==> config.mk <==
export PLATFORM = sky130hd
export DESIGN_NAME = eprog_sequencer
export DESIGN_NICKNAME = d
export VERILOG_FILES = /design/src/rtl/eprog_pkg.sv /design/src/rtl/eprog_phase_timer.sv /design/src/rtl/eprog_byte_cmp.sv /design/src/rtl/eprog_sequencer.sv
export SDC_FILE = /design/constraint.sdc
export NUM_CORES = 1
export LEC_CHECK = 0
export CORE_ASPECT_RATIO = 1.25
export CORE_MARGIN = 5
export CORE_UTILIZATION = 25
export DETAILED_ROUTE_END_ITERATION = 7
export DONT_BUFFER_PORTS = 1
export SLEW_MARGIN = 20
export SYNTH_ARGS = -nofsm -noshare
export SYNTH_HDL_FRONTEND = slang
export SYNTH_SLANG_ARGS = --single-unit
==> constraint.sdc <==
create_clock -name clk -period 4.8 [get_ports clk]
set_input_delay 0.96 -clock clk [delete_from_list [all_inputs] [get_ports clk]]
set_output_delay 0.96 -clock clk [all_outputs]
set_load 0.1 [all_outputs]
==> src/rtl/eprog_pkg.sv <==
// Package: shared types of the EPROM programming sequencer.
// Assumes: nothing beyond IEEE 1800-2017.
package eprog_pkg;

    // Sequencer phases; order carries no meaning.
    typedef enum logic [3:0] {
        ST_IDLE,
        ST_FETCH,
        ST_BLANK,
        ST_TURN,
        ST_SETUP,
        ST_PULSE,
        ST_RECOV,
        ST_VERIFY,
        ST_NEXT,
        ST_DONE,
        ST_FAIL
    } seq_state_t;

endpackage

==> src/rtl/eprog_phase_timer.sv <==
// Module: down-counting phase timer. A load sets the remaining count to
// load_val; the count then falls by one per cycle and stops at zero.
// Assumes: the owner loads (length - 1) on entry to a timed phase and
// leaves the phase in the cycle where expired is high.
module eprog_phase_timer #(
    parameter int CW = 8
) (
    input  logic          clk,
    input  logic          rst_n,
    input  logic          load,
    input  logic [CW-1:0] load_val,
    output logic          expired
);

    logic [CW-1:0] cnt;

    // Count register: load, or step down to zero.
    always_ff @(posedge clk) begin
        if (!rst_n) begin
            cnt <= '0;
        end else if (load) begin
            cnt <= load_val;
        end else if (cnt != '0) begin
            cnt <= cnt - 1'b1;
        end
    end

    // Phase ends in the cycle the count reads zero.
    assign expired = (cnt == '0);

endmodule

==> src/rtl/eprog_byte_cmp.sv <==
// Module: compares a byte read back from the device with the target.
// match: identical. stuck: some bit reads 0 where the target wants 1,
// which programming cannot repair.
// Assumes: purely combinational; the caller decides when to sample.
module eprog_byte_cmp #(
    parameter int DW = 8
) (
    input  logic [DW-1:0] target,
    input  logic [DW-1:0] readback,
    output logic          match,
    output logic          stuck
);

    // Bitwise comparison of target and read-back data.
    always_comb begin
        match = (target == readback);
        stuck = |(target & ~readback);
    end

endmodule

==> src/rtl/eprog_sequencer.sv <==
// Module: pulse-and-verify EPROM programming sequencer (top).
// Walks start_addr..end_addr. For each address it fetches the target
// byte, skips 8'hFF, blank-checks, then repeats setup / pulse / verify
// until the byte matches or MAX_PULSES is reached.
// Assumes: end_addr is reached from start_addr by incrementing; the
// source answers every request eventually; the supply behind vpp_en is
// settled before the first pulse (the first pulse comes after a fetch
// and a read).
module eprog_sequencer #(
    parameter int AW         = 16,
    parameter int DW         = 8,
    parameter int CLK_HZ     = 100_000_000,
    parameter int PULSE_US   = 50,
    parameter int MAX_PULSES = 10,
    parameter int SETUP_CYC  = 2,
    parameter int TDV_CYC    = 3,
    parameter int TOT_W      = 16,
    parameter int PCW        = $clog2(MAX_PULSES + 1)
) (
    input  logic             clk,
    input  logic             rst_n,
    input  logic             start,
    input  logic [AW-1:0]    start_addr,
    input  logic [AW-1:0]    end_addr,
    output logic             busy,
    output logic             done,
    output logic             fail,
    output logic [AW-1:0]    fail_addr,
    output logic [PCW-1:0]   addr_pulses,
    output logic [TOT_W-1:0] total_pulses,
    output logic             src_req,
    output logic [AW-1:0]    src_addr,
    input  logic             src_valid,
    input  logic [DW-1:0]    src_data,
    output logic [AW-1:0]    rom_addr,
    output logic [DW-1:0]    rom_dout,
    output logic             rom_dout_en,
    input  logic [DW-1:0]    rom_din,
    output logic             rom_ce_pgm_n,
    output logic             rom_oe_n,
    output logic             vpp_en
);
    import eprog_pkg::*;

    localparam int PULSE_CYC = (CLK_HZ / 1000) * PULSE_US / 1000;
    localparam int TCW       = $clog2(PULSE_CYC + SETUP_CYC + TDV_CYC + 1);
    localparam logic [TCW-1:0] LD_PULSE = TCW'(PULSE_CYC - 1);
    localparam logic [TCW-1:0] LD_SETUP = TCW'(SETUP_CYC - 1);
    localparam logic [TCW-1:0] LD_READ  = TCW'(TDV_CYC - 1);
    localparam logic [PCW-1:0] PMAX     = PCW'(MAX_PULSES);

    seq_state_t       state, state_n;
    logic [AW-1:0]    cur_addr;
    logic [DW-1:0]    target;
    logic             fail_q;
    logic [AW-1:0]    fail_addr_q;
    logic [PCW-1:0]   apulse;
    logic [TOT_W-1:0] tpulse;
    logic             tmr_load;
    logic [TCW-1:0]   tmr_val;
    logic             tmr_done;
    logic             rb_match;
    logic             rb_stuck;

    eprog_phase_timer #(.CW(TCW)) u_timer (
        .clk      (clk),
        .rst_n    (rst_n),
        .load     (tmr_load),
        .load_val (tmr_val),
        .expired  (tmr_done)
    );

    eprog_byte_cmp #(.DW(DW)) u_cmp (
        .target   (target),
        .readback (rom_din),
        .match    (rb_match),
        .stuck    (rb_stuck)
    );

    // Next phase and timer load on each timed entry.
    always_comb begin
        state_n  = state;
        tmr_load = 1'b0;
        tmr_val  = '0;
        case (state)
            ST_IDLE:   if (start) state_n = ST_FETCH;
            ST_FETCH: begin
                if (src_valid) begin
                    if (src_data == '1) begin
                        state_n = ST_NEXT;
                    end else begin
                        state_n  = ST_BLANK;
                        tmr_load = 1'b1;
                        tmr_val  = LD_READ;
                    end
                end
            end
            ST_BLANK: begin
                if (tmr_done) begin
                    if (rb_stuck)      state_n = ST_FAIL;
                    else if (rb_match) state_n = ST_NEXT;
                    else               state_n = ST_TURN;
                end
            end
            ST_TURN: begin
                state_n  = ST_SETUP;
                tmr_load = 1'b1;
                tmr_val  = LD_SETUP;
            end
            ST_SETUP: begin
                if (tmr_done) begin
                    state_n  = ST_PULSE;
                    tmr_load = 1'b1;
                    tmr_val  = LD_PULSE;
                end
            end
            ST_PULSE:  if (tmr_done) state_n = ST_RECOV;
            ST_RECOV: begin
                state_n  = ST_VERIFY;
                tmr_load = 1'b1;
                tmr_val  = LD_READ;
            end
            ST_VERIFY: begin
                if (tmr_done) begin
                    if (rb_match)            state_n = ST_NEXT;
                    else if (apulse == PMAX) state_n = ST_FAIL;
                    else                     state_n = ST_TURN;
                end
            end
            ST_NEXT:   state_n = (cur_addr == end_addr) ? ST_DONE : ST_FETCH;
            ST_DONE:   state_n = ST_IDLE;
            ST_FAIL:   state_n = ST_IDLE;
            default:   state_n = ST_IDLE;
        endcase
    end

    // Phase register and run bookkeeping registers.
    always_ff @(posedge clk) begin
        if (!rst_n) begin
            state       <= ST_IDLE;
            cur_addr    <= '0;
            target      <= '1;
            fail_q      <= 1'b0;
            fail_addr_q <= '0;
            apulse      <= '0;
            tpulse      <= '0;
        end else begin
            state <= state_n;
            case (state)
                ST_IDLE: begin
                    if (start) begin
                        cur_addr <= start_addr;
                        fail_q   <= 1'b0;
                        apulse   <= '0;
                        tpulse   <= '0;
                    end
                end
                ST_FETCH: begin
                    if (src_valid) begin
                        target <= src_data;
                        apulse <= '0;
                    end
                end
                ST_SETUP: begin
                    if (tmr_done) begin
                        apulse <= apulse + 1'b1;
                        tpulse <= tpulse + 1'b1;
                    end
                end
                ST_NEXT: begin
                    if (cur_addr != end_addr) cur_addr <= cur_addr + 1'b1;
                end
                ST_FAIL: begin
                    fail_q      <= 1'b1;
                    fail_addr_q <= cur_addr;
                end
                default: ;
            endcase
        end
    end

    // Port decode from the phase register.
    always_comb begin
        busy         = (state != ST_IDLE);
        vpp_en       = busy;
        done         = (state == ST_DONE);
        fail         = fail_q;
        fail_addr    = fail_addr_q;
        addr_pulses  = apulse;
        total_pulses = tpulse;
        src_req      = (state == ST_FETCH);
        src_addr     = cur_addr;
        rom_addr     = cur_addr;
        rom_dout     = target;
        rom_dout_en  = (state == ST_SETUP) || (state == ST_PULSE);
        rom_oe_n     = !((state == ST_BLANK) || (state == ST_VERIFY));
        rom_ce_pgm_n = !((state == ST_BLANK) || (state == ST_VERIFY) ||
                         (state == ST_PULSE));
    end

endmodule

==> results.md <==
- Hold WC Path Type: reg2reg
- Static leakage power: 1.84 nW
- Post-synth cell types: between 60 and 70
- Die width: 132 um
- CTS buffer count: 9
- Htree depth: 3
- Max Clk Rate: between 300 and 400 MHz
- CTS clk-pin slew, worst paths: approximately 0.06 ns
- Per-cell routed wire length: around 18 um
- Die H: roughly 160 um
- First DRT Iteration DRCs: between 400 and 500
- Yosys top cell by area: dfxtp_1
- Yosys top cell area share: 0.337
- Setup Viol. Count Final: 0
- Ys async rst share: 0
- FP Rows: 55
- Post-Syn Area: ~0.0046 sq mm
- WL final: 14.9 mm
- Pwr Density: ~660 mW/mm^2
- Total number of vias: 4192
- Tcrit/Tclk final: 0.689
- Post-DRT Antenna Nets: 0
- Placed cells: between 700 and 800
- Dominant synthesized flop cell: dfxtp_1
- Port bufs: 0
- Clock skew: approximately 0.0066 ns
- Setup crit start kind: flop
- Vias per cell: between 5 and 6
- Post-cts gate resize count: 0
- Die ar.: about 0.021 sq mm
- EDFF count, synth: 0
- GRT Util Overall: 0.135
- Core ar.: approximately 0.018 sq mm
- Placed inst area: 0.00489 sq mm
- Yosys Warn Count: 0
- CTS root buf: clkbuf_16
- Final core utilization: 0.286
- Worst-Skew Late Latency: approximately 0.34 ns
- RSZ-0062 raised after global routing: false
- Finished Cell Area: approximately 0.0052 sq mm
- Top-level I/O count: around 140
- Switching pwr: around 1.8 mW
- Final count of hold timing violations: 0
- Largest fanout on the critical path: 18
- Max-slew violation count: 0
- Internal: 1.62 mW
- Register area share after synthesis: 0.337
- Hold_buf cts: 0
- Largest net degree at the start of global routing: 39
- DRC: 0
- First-pass GRT wire length: 22.8 mm
- Status: finished, final reports clean
- Max transition margin: 0.245
- Syn_nets: 660
- Post-route minimum period: about 3.3 ns
- Gr ovfl total: 0
- Net Sw Frac: 0.527
- Count leader, synth: nand2_1
- Sequential Power Share: 0.305
- Fill cells: around 2000
- Initial DRT Pass Iterations: 5
- Crit path DAT: 2.35 ns
- Diode count: 0
- Cells after synthesis: 594
- Routability cong.: 0.841
- CP endpoint kind: output port
- Avg Inst Size Synth: between 7 and 8 sq um
- Synth cell count leaders: nand2_1 (87), dfxtp_1 (78), a21oi_1 (44), nor2_1 (44), nand3_1 (34)
- VDD IR-drop max: around 0.25 mV
- Detailed Place HPWL: ~11 mm
- NumNets Final: roughly 640
- Vias in the first global route: 3880
- Synth area leaders: dfxtp_1 (34%), nand2_1 (7.1%), a21oi_1 (4.8%)
- CTS sink cnt: 78
- Crit path required time: between 3 and 4 ns
- Crit Path Class: reg2out
- Setup bufs post-CTS: 0
- Comb pwr share: 0.491
- Sum of negative setup slack: 0 ns
- CTS tree: built
- Area grow syn2layout: 12.1%
- Clock Path Buffers: 2
- Worst-Margin Slew: 1.13 ns
- Post-synthesis register bit count: 78
- Non-Filler Instances: 809
- Layout cell share with drive strength beyond 1: 0.124
- Max-Cap Viols: 0
- Initial Util: 0.255
- Initial antenna violation count: 0
- Clock power share: 0.204
-- path summary, 6_finish.rpt --
check / from / to / slack, ns / cells past startpoint
worst max-delay path: state[3] / rom_oe_n / 1.49 / 2
worst max register to register: state[2] / rom_addr[13] / 1.72 / 5
worst min-delay path: rom_addr[2] / fail_addr[2] / 0.57 / 2
worst min register to register: rom_addr[2] / fail_addr[2] / 0.57 / 2
-- through the flow --
step | power, mW | hold WS [ns] | setup WS (ns)
finish | 3.43 | 0.568 | 1.49
global route | 3.61 | 0.606 | 1.39
CTS | 3.46 | 0.568 | 1.49
detailed placement | 2.74 | 0.559 | 1.79
global placement | 2.73 | 0.550 | 1.83
floorplan | 2.47 | 0.539 | 0.636
-- cell families (layout without fill, tap and decap cells) --
| group | after synthesis | count (layout) | synth area share |
|---|---|---|---|
| AO/OA/AOI/OAI | 126 | 126 | 0.181 |
| XOR/XNOR | 40 | 40 | 0.0757 |
| adder cells (fa/ha/maj) | 14 | 14 | 0.0378 |
| buffers and inverters | 78 | 65 | 0.0789 |
| flip-flops | 78 | 78 | 0.337 |
| multiplexers | 3 | 3 | 0.00676 |
| AND/OR/NAND/NOR | 255 | 255 | 0.283 |
-- area by class of cell --
class / instances / area, sq um / share of cell area
sequential: 78 / 1580 / 0.305
tap: 228 / 285 / 0.0550
inverter: 23 / 86.3 / 0.0166
multi-input combinational: 438 / 2720 / 0.524
timing repair buffer: 26 / 215 / 0.0415
clock inverter: 6 / 61.3 / 0.0118
clock buffer: 10 / 239 / 0.0461
-- power groups by stage --
| stage | clock, mW | combinational (mW) | sequential [mW] |
|---|---|---|---|
| after floorplan | 0 | 1.22 | 1.25 |
| after global placement | 0 | 1.67 | 1.06 |
| after detailed placement | 0 | 1.68 | 1.06 |
| after CTS | 0.722 | 1.69 | 1.05 |
| after global routing | 0.750 | 1.79 | 1.06 |
| final | 0.699 | 1.68 | 1.05 |
-- metal layers --
metal / vias up / part of all wire / global-route usage
li1: 2074 / - / -
met1: 1947 / 0.41 / 0.161
met2: 157 / 0.49 / 0.230
met3: 14 / 0.075 / 0.0415
met4: 0 / 0.016 / 0.0463
met5: - / 0 / 0
-- state kept, by name (all words and copies together), names as in the netlist --
| signal | cells |
|---|---|
| fail | 1 |
| fail_addr | 16 |
| total_pulses | 16 |
| rom_dout | 8 |
| state | 4 |
| u_timer.cnt | 13 |
| addr_pulses | 4 |
| rom_addr | 16 |
-- critical path: stages, from the launching register on --
cell	delay, ns
dfxtp_1	0.68
clkinv_1	0.39
nand3_1	0.93
-- cells in the final DEF (no fill, tap or decap), drive strengths merged, types with 8 or more instances in the layout --
cell type / count
nand2: 87
dfxtp: 78
nor2: 44
a21oi: 44
nand3: 34
nor4: 27
buf: 26
inv: 22
xor2: 21
xnor2: 19
o21ai: 18
ha: 14
nand4: 11
clkbuf: 10
nor3: 9
or3: 8
Power figures use the tool's default switching activity.
